## config.mk

```make
export PLATFORM = sky130hd
export DESIGN_NAME = irq_timer_ctrl
export DESIGN_NICKNAME = d
export VERILOG_FILES = /design/src/rtl/irq_timer_pkg.sv /design/src/rtl/irq_enable_delay.sv /design/src/rtl/irq_cause_gen.sv /design/src/rtl/irq_timer_ctrl.sv
export SDC_FILE = /design/constraint.sdc
export NUM_CORES = 1
export LEC_CHECK = 0
export BUFFER_PORTS_ARGS = -buffer_cell sky130_fd_sc_hd__clkbuf_2
export CAP_MARGIN = 10
export CORE_MARGIN = 3
export CORE_UTILIZATION = 55
export DETAILED_ROUTE_END_ITERATION = 16
export GPL_ROUTABILITY_DRIVEN = 0
export PLACE_DENSITY_LB_ADDON = 0.05
export SLEW_MARGIN = 25
export SYNTH_ARGS = -nofsm -noshare
export SYNTH_HDL_FRONTEND = slang
export SYNTH_SLANG_ARGS = --single-unit
```

## constraint.sdc

```tcl
create_clock -name clk -period 3.45 [get_ports clk]
set_clock_uncertainty 0.15 [all_clocks]
set_input_delay 0.345 -clock clk [delete_from_list [all_inputs] [get_ports clk]]
set_output_delay 0.345 -clock clk [all_outputs]
set_load 0.1 [all_outputs]
```

## src/rtl/irq_timer_pkg.sv

```systemverilog
package irq_timer_pkg;

    localparam int DATA_W   = 32;
    localparam int ADDR_W   = 8;

    // cause bit positions (decoded by software, so fixed)
    localparam int CB_SLOW     = 0;
    localparam int CB_SLOW_N   = 1;
    localparam int CB_FAST     = 2;
    localparam int CB_FAST_N   = 3;
    localparam int CB_CMP_FULL = 4;
    localparam int CB_CMP_LOW  = 5;
    localparam logic [DATA_W-1:0] CAUSE_TIED = 32'h0000_00C0;

    // register index = bus_addr[6:4]
    typedef enum logic [2:0] {
        RG_HANDLER = 3'd0,
        RG_CAUSE   = 3'd1,
        RG_MASK    = 3'd2,
        RG_ENABLE  = 3'd3,
        RG_RETADDR = 3'd4,
        RG_COUNT   = 3'd5,
        RG_CMP     = 3'd6,
        RG_CMP2    = 3'd7
    } reg_sel_e;

    localparam logic [ADDR_W-1:0] OFS_ENABLE  = 8'h30;
    localparam logic [ADDR_W-1:0] OFS_CAUSE   = 8'h10;
    localparam logic [ADDR_W-1:0] OFS_RETADDR = 8'h40;
    localparam logic [ADDR_W-1:0] OFS_COUNT   = 8'h50;

    typedef struct packed {
        logic [DATA_W-1:0] handler;
        logic [DATA_W-1:0] cause;
        logic [DATA_W-1:0] mask;
        logic [DATA_W-1:0] retaddr;
        logic [DATA_W-1:0] count;
        logic [DATA_W-1:0] cmp;
        logic [DATA_W-1:0] cmp2;
        logic              squash;
    } ctl_regs_t;

endpackage

```

## src/rtl/irq_enable_delay.sv

```systemverilog
module irq_enable_delay #(
    parameter int W      = 32,
    parameter int STAGES = 4
) (
    input  logic         clk,
    input  logic         rst_n,
    input  logic         clear,
    input  logic         load,
    input  logic [W-1:0] load_val,
    input  logic         advance,
    output logic [W-1:0] enable
);
    localparam int LAST = STAGES - 1;

    typedef struct packed {
        logic [STAGES-1:0][W-1:0] stage;
        logic [W-1:0]             en;
    } dly_t;

    dly_t s_d, s_q;

    always_comb begin
        s_d = s_q;
        if (advance) begin
            s_d.en = s_q.stage[0];
            for (int i = 0; i < LAST; i++) begin
                s_d.stage[i] = s_q.stage[i+1];
            end
        end
        if (clear) begin
            s_d = '0;
        end
        if (load) begin
            s_d.stage[LAST] = load_val;
        end
    end

    always_ff @(posedge clk) begin
        if (!rst_n) begin
            s_q <= '0;
        end else begin
            s_q <= s_d;
        end
    end

    assign enable = s_q.en;
endmodule

```

## src/rtl/irq_cause_gen.sv

```systemverilog
module irq_cause_gen
    import irq_timer_pkg::*;
#(
    parameter int W         = 32,
    parameter int FAST_TAP  = 16,
    parameter int SLOW_TAP  = 18,
    parameter int CMP2_BITS = 24
) (
    input  logic [W-1:0] cause_cur,
    input  logic [W-1:0] cnt_next,
    input  logic [W-1:0] cmp_full,
    input  logic [W-1:0] cmp_low,
    output logic [W-1:0] cause_new
);
    always_comb begin
        cause_new = cause_cur;
        if (cnt_next == cmp_full) begin
            cause_new[CB_CMP_FULL] = 1'b1;
        end
        if (cnt_next[CMP2_BITS-1:0] == cmp_low[CMP2_BITS-1:0]) begin
            cause_new[CB_CMP_LOW] = 1'b1;
        end
        cause_new[CB_FAST]   = cnt_next[FAST_TAP];
        cause_new[CB_FAST_N] = ~cnt_next[FAST_TAP];
        cause_new[CB_SLOW]   = cnt_next[SLOW_TAP];
        cause_new[CB_SLOW_N] = ~cnt_next[SLOW_TAP];
    end
endmodule

```

## src/rtl/irq_timer_ctrl.sv

```systemverilog
module irq_timer_ctrl
    import irq_timer_pkg::*;
#(
    parameter int DLY_STAGES = 4,
    parameter int FAST_TAP   = 16,
    parameter int SLOW_TAP   = 18,
    parameter int CMP2_BITS  = 24
) (
    input  logic              clk,
    input  logic              rst_n,
    input  logic              bus_we,
    input  logic [ADDR_W-1:0] bus_addr,
    input  logic [DATA_W-1:0] bus_wdata,
    output logic [DATA_W-1:0] bus_rdata,
    input  logic              step,
    input  logic              in_delay_slot,
    input  logic [DATA_W-1:0] pc_cur,
    output logic              take_irq,
    output logic [DATA_W-1:0] irq_target,
    output logic              squash
);
    localparam int PC_INC = 4;

    ctl_regs_t r_d, r_q;

    logic [DATA_W-1:0] enable_q;
    logic [DATA_W-1:0] cnt_inc;
    logic [DATA_W-1:0] cause_hw;
    logic              addr_ok;
    reg_sel_e          sel;
    logic              wr_enable;
    logic              take;
    logic              normal_step;

    assign addr_ok   = (bus_addr[3:0] == 4'd0) && (bus_addr[ADDR_W-1] == 1'b0);
    assign sel       = reg_sel_e'(bus_addr[6:4]);
    assign wr_enable = bus_we && addr_ok && (sel == RG_ENABLE);
    assign cnt_inc   = r_q.count + 1'b1;

    assign take = step && !r_q.squash && !in_delay_slot
                  && (enable_q != '0) && ((r_q.cause & r_q.mask) != '0);
    assign normal_step = step && !take && !r_q.squash;

    irq_cause_gen #(
        .W(DATA_W), .FAST_TAP(FAST_TAP), .SLOW_TAP(SLOW_TAP), .CMP2_BITS(CMP2_BITS)
    ) u_cause (
        .cause_cur (r_q.cause),
        .cnt_next  (cnt_inc),
        .cmp_full  (r_q.cmp),
        .cmp_low   (r_q.cmp2),
        .cause_new (cause_hw)
    );

    irq_enable_delay #(
        .W(DATA_W), .STAGES(DLY_STAGES)
    ) u_enable (
        .clk      (clk),
        .rst_n    (rst_n),
        .clear    (take || (wr_enable && bus_wdata == '0)),
        .load     (wr_enable && bus_wdata != '0),
        .load_val (bus_wdata),
        .advance  (step && !take),
        .enable   (enable_q)
    );

    always_comb begin
        r_d = r_q;
        if (normal_step) begin
            r_d.count = cnt_inc;
            r_d.cause = cause_hw;
        end
        if (take) begin
            r_d.retaddr = pc_cur + PC_INC;
            r_d.squash  = 1'b1;
        end else if (step) begin
            r_d.squash  = 1'b0;
        end
        // bus writes override same-cycle hardware updates
        if (bus_we && addr_ok) begin
            unique case (sel)
                RG_HANDLER: r_d.handler = bus_wdata;
                RG_CAUSE:   r_d.cause   = bus_wdata;
                RG_MASK:    r_d.mask    = bus_wdata;
                RG_ENABLE:  ;
                RG_RETADDR: r_d.retaddr = bus_wdata;
                RG_COUNT:   r_d.count   = bus_wdata;
                RG_CMP: begin
                    r_d.cmp = bus_wdata;
                    r_d.cause[CB_CMP_FULL] = 1'b0;
                end
                RG_CMP2: begin
                    r_d.cmp2 = bus_wdata;
                    r_d.cause[CB_CMP_LOW] = 1'b0;
                end
                default: ;
            endcase
        end
    end

    always_ff @(posedge clk) begin
        if (!rst_n) begin
            r_q <= '0;
        end else begin
            r_q <= r_d;
        end
    end

    always_comb begin
        bus_rdata = '0;
        if (addr_ok) begin
            unique case (sel)
                RG_HANDLER: bus_rdata = r_q.handler;
                RG_CAUSE:   bus_rdata = r_q.cause | CAUSE_TIED;
                RG_MASK:    bus_rdata = r_q.mask;
                RG_ENABLE:  bus_rdata = enable_q;
                RG_RETADDR: bus_rdata = r_q.retaddr;
                RG_COUNT:   bus_rdata = r_q.count;
                RG_CMP:     bus_rdata = r_q.cmp;
                RG_CMP2:    bus_rdata = r_q.cmp2;
                default:    bus_rdata = '0;
            endcase
        end
    end

    assign take_irq   = take;
    assign irq_target = r_q.handler;
    assign squash     = r_q.squash;
endmodule

```

; Yosys cells after proc, flatten, opt, wreduce, memory -nomap -nowiden
; Index checks and enable logic that the tools add are counted.
[op_classes]
n_addsub = 2
eq_ne = 9
mux = 22
bitwise_logic = 5
reduce_logical = 28
[op_table]
columns = op, count
row1 = $mux W32, 9
row2 = $pmux W32 S8, 1
row3 = $mux W192, 1
row4 = $mux W160, 1
row5 = $mux W128, 1
row6 = $reduce_bool A32 Y1, 3
row7 = $add A32 B1 Y32 const B, 1
row8 = $add A32 B3 Y32 const B, 1
row9 = $and A32 B32 Y32, 1
row10 = $eq A32 B32 Y1, 1
row11 = $logic_not A32 Y1, 1
row12 = $mux W26, 1
row13 = $eq A24 B24 Y1, 1
row14 = $eq A3 B3 Y1 const B, 4
row15 = $logic_and A1 B1 Y1, 11
row16 = $reduce_and A2 Y1, 4
row17 = $eq A3 B2 Y1 const B, 2
row18 = $mux W6, 1
row19 = $logic_not A4 Y1, 1
row20 = $mux W1, 4
row21 = $mux W4, 1
row22 = $not A1 Y1, 4
row23 = $pmux W1 S2, 2
row24 = $reduce_bool A2 Y1, 2
row25 = other kinds (5), 7
[word_totals]
reg_bits = 385
inputBits = 77
output_inout_bits = 66
wordCells = 79

; Logic depth before layout (Yosys ltp)
; Gate-level depths: netlist of the first run.
[logic_depth]
word_depth = 11
depth_mapped = 10
ltp_nobuf = 8

; Hierarchy
; From an unflattened synthesis of the first run, not the netlist that was laid out.
[unflattened]
cells_unflattened = 2352
hier_area_um2 = 19832.8
[by_module_without_submodules]
columns = mod, n_inst, cells_per_inst, area_each_um2, seq_area_each_um2
row1 = irq_timer_ctrl, 1, 1659, 12687.2, 4504.3
row2 = irq_enable_delay, 1, 588, 6307.3, 3203.1
row3 = irq_cause_gen, 1, 105, 838.3, 0.0

; Worst setup path before layout of the first run
; Ideal clock, no wire load.
[synth_timing]
path_kind = input -> output
startpoint = input port bus_addr[4]
endpoint = output port bus_rdata[7]
t_arrival_ps = 3649
required_time_ps = 2955
path_slack_ps = -694
path_stages = 7
path_buffers = 3
cell_sequence = buf_2 > buf_2 > clkbuf_1 > nor3_1 > a211oi_1 > a21oi_1 > nor3_1
[synth_via]
elab_chain_cells = 3
word_cells_on_any_way = 10
classes_between = 7 x eq/ne / 2 x mux / 1 x reduce/logical
[synth_lines]
columns = item, line_no
row1 = from (decl), irq_timer_ctrl.sv:12  ; input logic [ADDR_W-1:0] bus_addr,
row2 = $eq A3 B3 Y1 (tied with other cells), irq_timer_ctrl.sv:111  ; unique case (sel)
row3 = $pmux W32 S8 *, irq_timer_ctrl.sv:111
row4 = $mux W32 *, irq_timer_ctrl.sv:110  ; if (addr_ok) begin
row5 = to (decl), irq_timer_ctrl.sv:14  ; output logic [DATA_W-1:0] bus_rdata,
; Mark *: on every way between the ends. The rest lies on a longest branch, timed or not.

; Worst setup path in the final report of the first run
[layout_timing]
startpoint = register r_q[166] (netlist bit)
endpoint = output port take_irq
[layout_via]
elab_chain_cells = 3
[layout_lines]
columns = item, line_no
row1 = from (decl), irq_timer_ctrl.sv:24  ; ctl_regs_t r_d, r_q;
row2 = from (signal assigned), irq_timer_ctrl.sv:104  ; r_q <= r_d;
row3 = $and A32 B32 Y32, irq_timer_ctrl.sv:41  ; && (enable_q != '0) && ((r_q.cause & r_q.mask) != '0);
row4 = $reduce_bool A32 Y1, irq_timer_ctrl.sv:41
row5 = $logic_and A1 B1 Y1, irq_timer_ctrl.sv:41
row6 = to (decl), irq_timer_ctrl.sv:18  ; output logic take_irq,
; No other way between the ends.

==> results of run 1 <==
==> cells by family after synthesis <==
| kind of cell | synth area share (%) |
|---|---|
| flip-flops | 40.7 |
| buffers and inverters | 6.93 |
| AO/OA/AOI/OAI | 19.4 |
| adder cells (fa/ha/maj) | 0.132 |
| AND/OR/NAND/NOR | 22.0 |
| XOR/XNOR | 5.57 |
| multiplexers | 5.33 |
==> metal layers <==
| layer | track usage, % | share of wire (%) | vias up |
|---|---|---|---|
| li1 | - | - | 8378 |
| met3 | 6.77 | 9.5 | 177 |
| met1 | 47.7 | 42 | 8673 |
| met2 | 52.8 | 45 | 888 |
| met4 | 14.3 | 4.1 | 2 |
| met5 | 0 | 0.017 | - |
==> through the flow <==
step	utilization, %	hold slack, ns	cells	setup WS [ns]
final	64.9	0.0480	2922	0.167
after CTS	64.8	0.0103	2922	0.00534
after global placement	60.2	0.285	2843	0.454
after floorplan	-	0.282	2440	0.00961
after detailed placement	60.2	0.292	2843	0.348
after global routing	64.9	0.0472	2922	0.0487
==> tightest hold or removal path, stage by stage <==
cell and delay [ns]:
clkbuf_2 0.21, nand2_1 0.11, a21oi_1 0.05
==> timing repair <==
| action | CTS | global route |
|---|---|---|
| resized for setup | 2 | 1 |
| endpoints found under the hold margin | 3 | 0 |
| endpoints found under the setup margin | 1 | 1 |
| hold buffers | 3 | 0 |
==> state kept, by name (all words and copies together), names as in the netlist <==
name,flops
squash,1
irq_target,32
u_enable.s_q,128
r_q,192
u_enable.enable,32
==> worst paths after layout <==
| check | startpoint | end | slack (ns) |
|---|---|---|---|
| worst max-delay path | r_q[166] | take_irq | 0.17 |
| worst min-delay path | bus_wdata[13] | irq_target[13] | 0.05 |
| worst min register to register | u_enable.s_q[54] | u_enable.enable[22] | 0.30 |
| worst max register to register | r_q[65] | r_q[166] | 0.22 |
==> power breakdown <==
part           internal (mW)  switching, mW
clock                   2.95           1.91
sequential              4.46         0.0201
combinational          0.168          0.451
==> cell usage in the layout (no fill, tap or decap), types with 5 or more instances in the layout <==
master / synthesis / routed
a22o_1: 6 / 6
a21oi_1: 298 / 295
and2_1: 11 / 11
o211ai_1: 29 / 29
a31oi_2: 0 / 16
clkbuf_1: 167 / 8
nor3b_1: 7 / 6
nor4_1: 26 / 25
nor2_1: 170 / 166
or3_1: 7 / 7
nand2_1: 567 / 567
a22oi_1: 96 / 96
mux4_2: 12 / 12
and3_1: 21 / 21
bufinv_16: 0 / 6
xor2_1: 50 / 50
or4_1: 7 / 7
nand3_1: 36 / 35
a31oi_1: 22 / 6
nand4_1: 27 / 27
o21ai_0: 78 / 78
dfxtp_1: 385 / 385
buf_12: 0 / 42
buf_4: 45 / 60
and4_1: 10 / 10
xnor2_1: 68 / 68
mux2i_1: 74 / 74
clkbuf_2: 2 / 109
nor2b_1: 9 / 9
clkinv_2: 0 / 5
inv_1: 36 / 35
clkbuf_16: 0 / 43
nor3_1: 22 / 20
a211oi_1: 49 / 49
clkbuf_8: 0 / 9
==> layout make-up <==
| class | count | area [um2] | share of cell area (%) |
|---|---|---|---|
| clock inverters | 16 | 289 | 1.32 |
| flip-flops and latches | 385 | 7710 | 35.2 |
| inverters | 36 | 140 | 0.639 |
| repair buffers | 214 | 1870 | 8.52 |
| well taps | 448 | 561 | 2.56 |
| multi-input cells | 1763 | 10100 | 46.2 |
| clock buffers | 60 | 1230 | 5.61 |
==> impl_metrics.csv, run 1 <==
group,metric,value,unit
detailed_routing,viasPerCell,6.20,
synthesis,seq_area_frac_synth,40.7,%
power,p_total,9.96,mW
global_routing,grt_max_degree,129,
clocking,cts_max_level,2,
finish,drive_gt1_share,13.8,%
detailed_routing,totalWireLength,65.0,mm
synthesis,syn-cell-area,19000,um2
critical_path,cp.arrival,2.79,ns
critical_path,critPathBufInv,2,
detailed_routing,vias,18100,
floorplanning,die_area,36700,um2
critical_path,crit_required,2.95,ns
critical_path,max_stage_delay,0.63,ns
clocking,clk_latency,0.57,ns
clocking,cts_root_buf,"clkbuf_16",
clocking,cts.clk_slew.worst_paths,0.06,ns
detailed_routing,drt_iter0_markers,2119,
synthesis,yosys.area.top_type,"dfxtp_1",
timing,rsz0062_at_grt,"no",
clocking,cts_made_buffers,42,
placement,place_area,20300,um2
synthesis,yosysWarnings,0,
floorplanning,placementRows,67,
detailed_routing,drt.antenna.violating_nets,0,
timing,period_share,95.2,%
synthesis,synth_edf_count,0,
critical_path,end_kind,"output pin",
timing,drv_slew,0,
critical_path,cp_max_fo,61,
floorplanning,io_pins,143,
critical_path,rr_worst_depth,8,
synthesis,yosysMostFrequentCell,"nand2_1",
finish,fin_area,21900,um2
timing,slew_headroom,47.2,%
critical_path,crit_type,"reg2out",
clocking,post_cts.repair.setup_buffers,0,
critical_path,path_depth,6,
synthesis,synth-async-reset-ratio,0,%
detailed_routing,route.detailed.drc,0,
synthesis,synth.net_count,2519,
clocking,cts_max_path_buffers,3,
global_routing,grt_first_pass_wirelength,97.9,mm
finish,synthToLayoutAreaGrowth,15.6,%
floorplanning,die_w,192,um
synthesis,synth-main-ff-cell,"dfxtp_1",
timing,setup_viol,0,
finish,num-fill-cells,2961,
placement,hpwl,44.5,mm
flow_run,maxCapViolCount,0,
timing,finalCriticalPeriod,3.28,ns
critical_path,slowest_stage,"nor4_4",
synthesis,syn_avg_cell_area,7.77,um2
timing,tightest_slew,0.784,ns
power,power_density,455,nW/um2
timing,finalHoldViolCount,0,
clocking,clock-sinks,385,
global_routing,first_global_vias,16600,
critical_path,crit_top_cell,"nor4_4",
clocking,cts_tree,"yes",
power,p_leak,7.82,nW
placement,portBuffers,142,
global_routing,antenna_found_initial,1,
status,status,"completed",
synthesis,synth_top_area_share,40.7,%
finish,diodes,0,
min_path,holdCritPathClass,"in2reg",
floorplanning,start_util,56.1,%
synthesis,ys_ff_latch,385,
critical_path,worstPathCellList,"a22oi_1 > nand4_1 > nor4_4 > nor4_4 > buf_12 > buf_4",
critical_path,start_kind,"flip-flop",
synthesis,syn_inst,2440,
floorplanning,core,33800,um2
global_routing,overflow,0,
synthesis,ys_top_cells_by_count,"567 x nand2_1, 385 x dfxtp_1, 298 x a21oi_1",
floorplanning,die_y,192,um
detailed_routing,drt_pass1_iterations,8,
power,worst_ir_drop_vdd,0.403,mV
synthesis,ys_types,72,
detailed_routing,wl_per_cell,22.2,um
finish,fin_nets,2521,
critical_path,cp_top_family,"simple AND/OR/NAND/NOR gates",
synthesis,yosys-top-cells-area,"dfxtp_1 41%, nand2_1 11%, a21oi_1 7.9%",
timing,tns,0,ns
min_path,min_path_cells,3,
timing,max_clock_freq,305,MHz
global_routing,track_usage,34.5,%
(Power assumes the default switching activity.)
==> run 2: changes to the inputs <==
PLACE_DENSITY = 0.79   (was not set)
PLACE_DENSITY_LB_ADDON = not set   (was 0.05)
clock period = 3.6 ns   (was 3.45 ns; I/O delays follow)
==> run 2 against run 1 <==
Sequential share of layout area rose by 0.46 points. Non-clock buffer count fell by 4. Register-to-register slack improved by 0.23 ns. Final cell count down 0.24%. Power is 8.0% lower. Clock power is 12% lower. Setup slack got worse by 0.086 ns. Die area stayed put. Critical endpoint unchanged. Largest cell class unchanged. Largest power group is now sequential cells. Highest routed layer unchanged.
==> impl_metrics.csv, run 2 (same netlist as run 1, synthesis figures left out) <==
group,metric,value,unit
status,status,"completed",
clocking,cts_max_path_buffers,3,
detailed_routing,drt.antenna.violating_nets,0,
detailed_routing,drt_pass1_iterations,10,
critical_path,critPathBufInv,2,
critical_path,cp_top_family,"simple AND/OR/NAND/NOR gates",
global_routing,overflow,0,
finish,top_register,"r_q",
critical_path,cp_max_fo,25,
detailed_routing,totalWireLength,65.4,mm
min_path,holdCritPathClass,"in2reg",
finish,drive_gt1_share,13.0,%
finish,diodes,0,
floorplanning,core,33800,um2
power,p_leak,7.72,nW
critical_path,slowest_stage,"nor4_2",
detailed_routing,viasPerCell,6.41,
global_routing,first_global_vias,17300,
critical_path,rr_worst_depth,8,
timing,tns,0,ns
floorplanning,die_y,192,um
finish,final_common_cell,"nand2_1",
detailed_routing,route.detailed.drc,0,
placement,dp.cells,2841,
floorplanning,die_w,192,um
floorplanning,start_util,56.1,%
critical_path,r2r-start,"r_q[65]",
timing,tightest_slew,0.908,ns
min_path,min_to,"r_q[99]",
critical_path,crit_path_start,"r_q[162]",
min_path,hp-start,"pc_cur[2]",
finish,synthToLayoutAreaGrowth,14.1,%
critical_path,max_stage_delay,0.73,ns
timing,slew_headroom,38.9,%
power,worst_ir_drop_vdd,0.433,mV
finish,fin_nets,2515,
detailed_routing,wl_per_cell,22.4,um
flow_run,maxCapViolCount,0,
critical_path,start_kind,"flip-flop",
detailed_routing,vias,18700,
finish,largestRegisters,"r_q (192), u_enable.s_q (128)",
finish,largest_reg_flops,192,
critical_path,crit_required,3.09,ns
critical_path,end_kind,"output pin",
global_routing,track_usage,34.4,%
placement,hpwl,44.9,mm
critical_path,cp.arrival,3.01,ns
clocking,cts_tree,"yes",
floorplanning,die_area,36700,um2
critical_path,crit_type,"reg2out",
finish,final_cell_mix,"567 x nand2_1, 385 x dfxtp_1, 297 x a21oi_1, 166 x nor2_1, 110 x clkbuf_2",
finish,postLayoutCoreUtil,64.0,%
min_path,min_path_cells,4,
global_routing,antenna_found_initial,3,
clocking,cts.clk_slew.worst_paths,0.06,ns
timing,period_share,97.7,%
timing,max_clock_freq,284,MHz
timing,finalHoldViolCount,0,
global_routing,grt_max_degree,75,
critical_path,r2r-end,"r_q[166]",
timing,worst_slack,0.0815,ns
placement,dpl_worst_slack,0.530,ns
timing,finalCriticalPeriod,3.52,ns
clocking,cts_root_buf,"clkbuf_16",
clocking,cts_max_level,2,
finish,stdcell_count,2915,
clocking,cts_made_buffers,40,
placement,portBuffers,142,
power,power_density,424,nW/um2
timing,rsz0062_at_grt,"no",
timing,drv_slew,0,
timing,setup_viol,0,
floorplanning,io_pins,143,
detailed_routing,drt_iter0_markers,2926,
clocking,clock-sinks,385,
power,p_total,9.16,mW
critical_path,rrSetupSlack,0.45,ns
global_routing,grt_first_pass_wirelength,98.4,mm
clocking,clk_latency,0.55,ns
critical_path,worstPathCellList,"a22oi_1 > nand4_1 > nor4_2 > nor4_4 > buf_4 > clkbuf_2",
floorplanning,placementRows,67,
==> run 2: per-layer routing <==
| layer | track usage (%) | routed length (um) |
|---|---|---|
| met1 | 42.6 | 23800 |
| met2 | 53.3 | 28800 |
| met3 | 10.8 | 8670 |
| met4 | 18.4 | 4130 |
| met5 | 0 | 23 |
==> run 2: stage by stage <==
step                cell area [um2]  hold slack (ns)
floorplan                     19000            0.282
global placement              20300            0.285
detailed placement            20300            0.292
CTS                           21600           0.0383
global route                  21600           0.0548
finish                        21600           0.0499
==> run 2: layout make-up <==
| class | instances | area (um2) |
|---|---|---|
| Fill cell | 2760 | 12200 |
| Multi-Input combinational cell | 1763 | 10100 |
| Sequential cell | 385 | 7710 |
| Timing Repair Buffer | 210 | 1820 |
| Clock buffer | 60 | 1160 |
| Tap cell | 448 | 561 |
| Clock inverter | 13 | 199 |
| Inverter | 36 | 140 |
==> run 2: worst max-delay path by stage <==
| stage | cells after the start | end | slack (ns) |
|---|---|---|---|
| after floorplan | 7 | bus_rdata[2] | 0.02 |
| after global placement | 8 | r_q[166] | 0.63 |
| after detailed placement | 8 | r_q[166] | 0.53 |
| after CTS | 6 | take_irq | 0.04 |
| after global routing | 6 | take_irq | 0.08 |
| final | 6 | take_irq | 0.08 |
==> run 2: power breakdown <==
group,leakage (nW),switching (mW),internal [mW]
logic,3.95,0.435,0.159
registers,3.10,0.0204,4.27
clock network,0.668,1.74,2.54
total,7.72,2.20,6.97
==> run 2: repair_timing <==
item / CTS / global route
endpoints found under the hold margin: 1 / 0
endpoints found under the setup margin: 0 / 1
hold buffers: 1 / 0
buffers inserted: 0 / 0
gates resized for setup: 0 / 1
==> run 2: tightest hold or removal path, delay by kind of cell <==
kind	cells	cell delay, ns
buffers and inverters	1	0.13
and+or+nand+nor	2	0.14
muxes	1	0.09
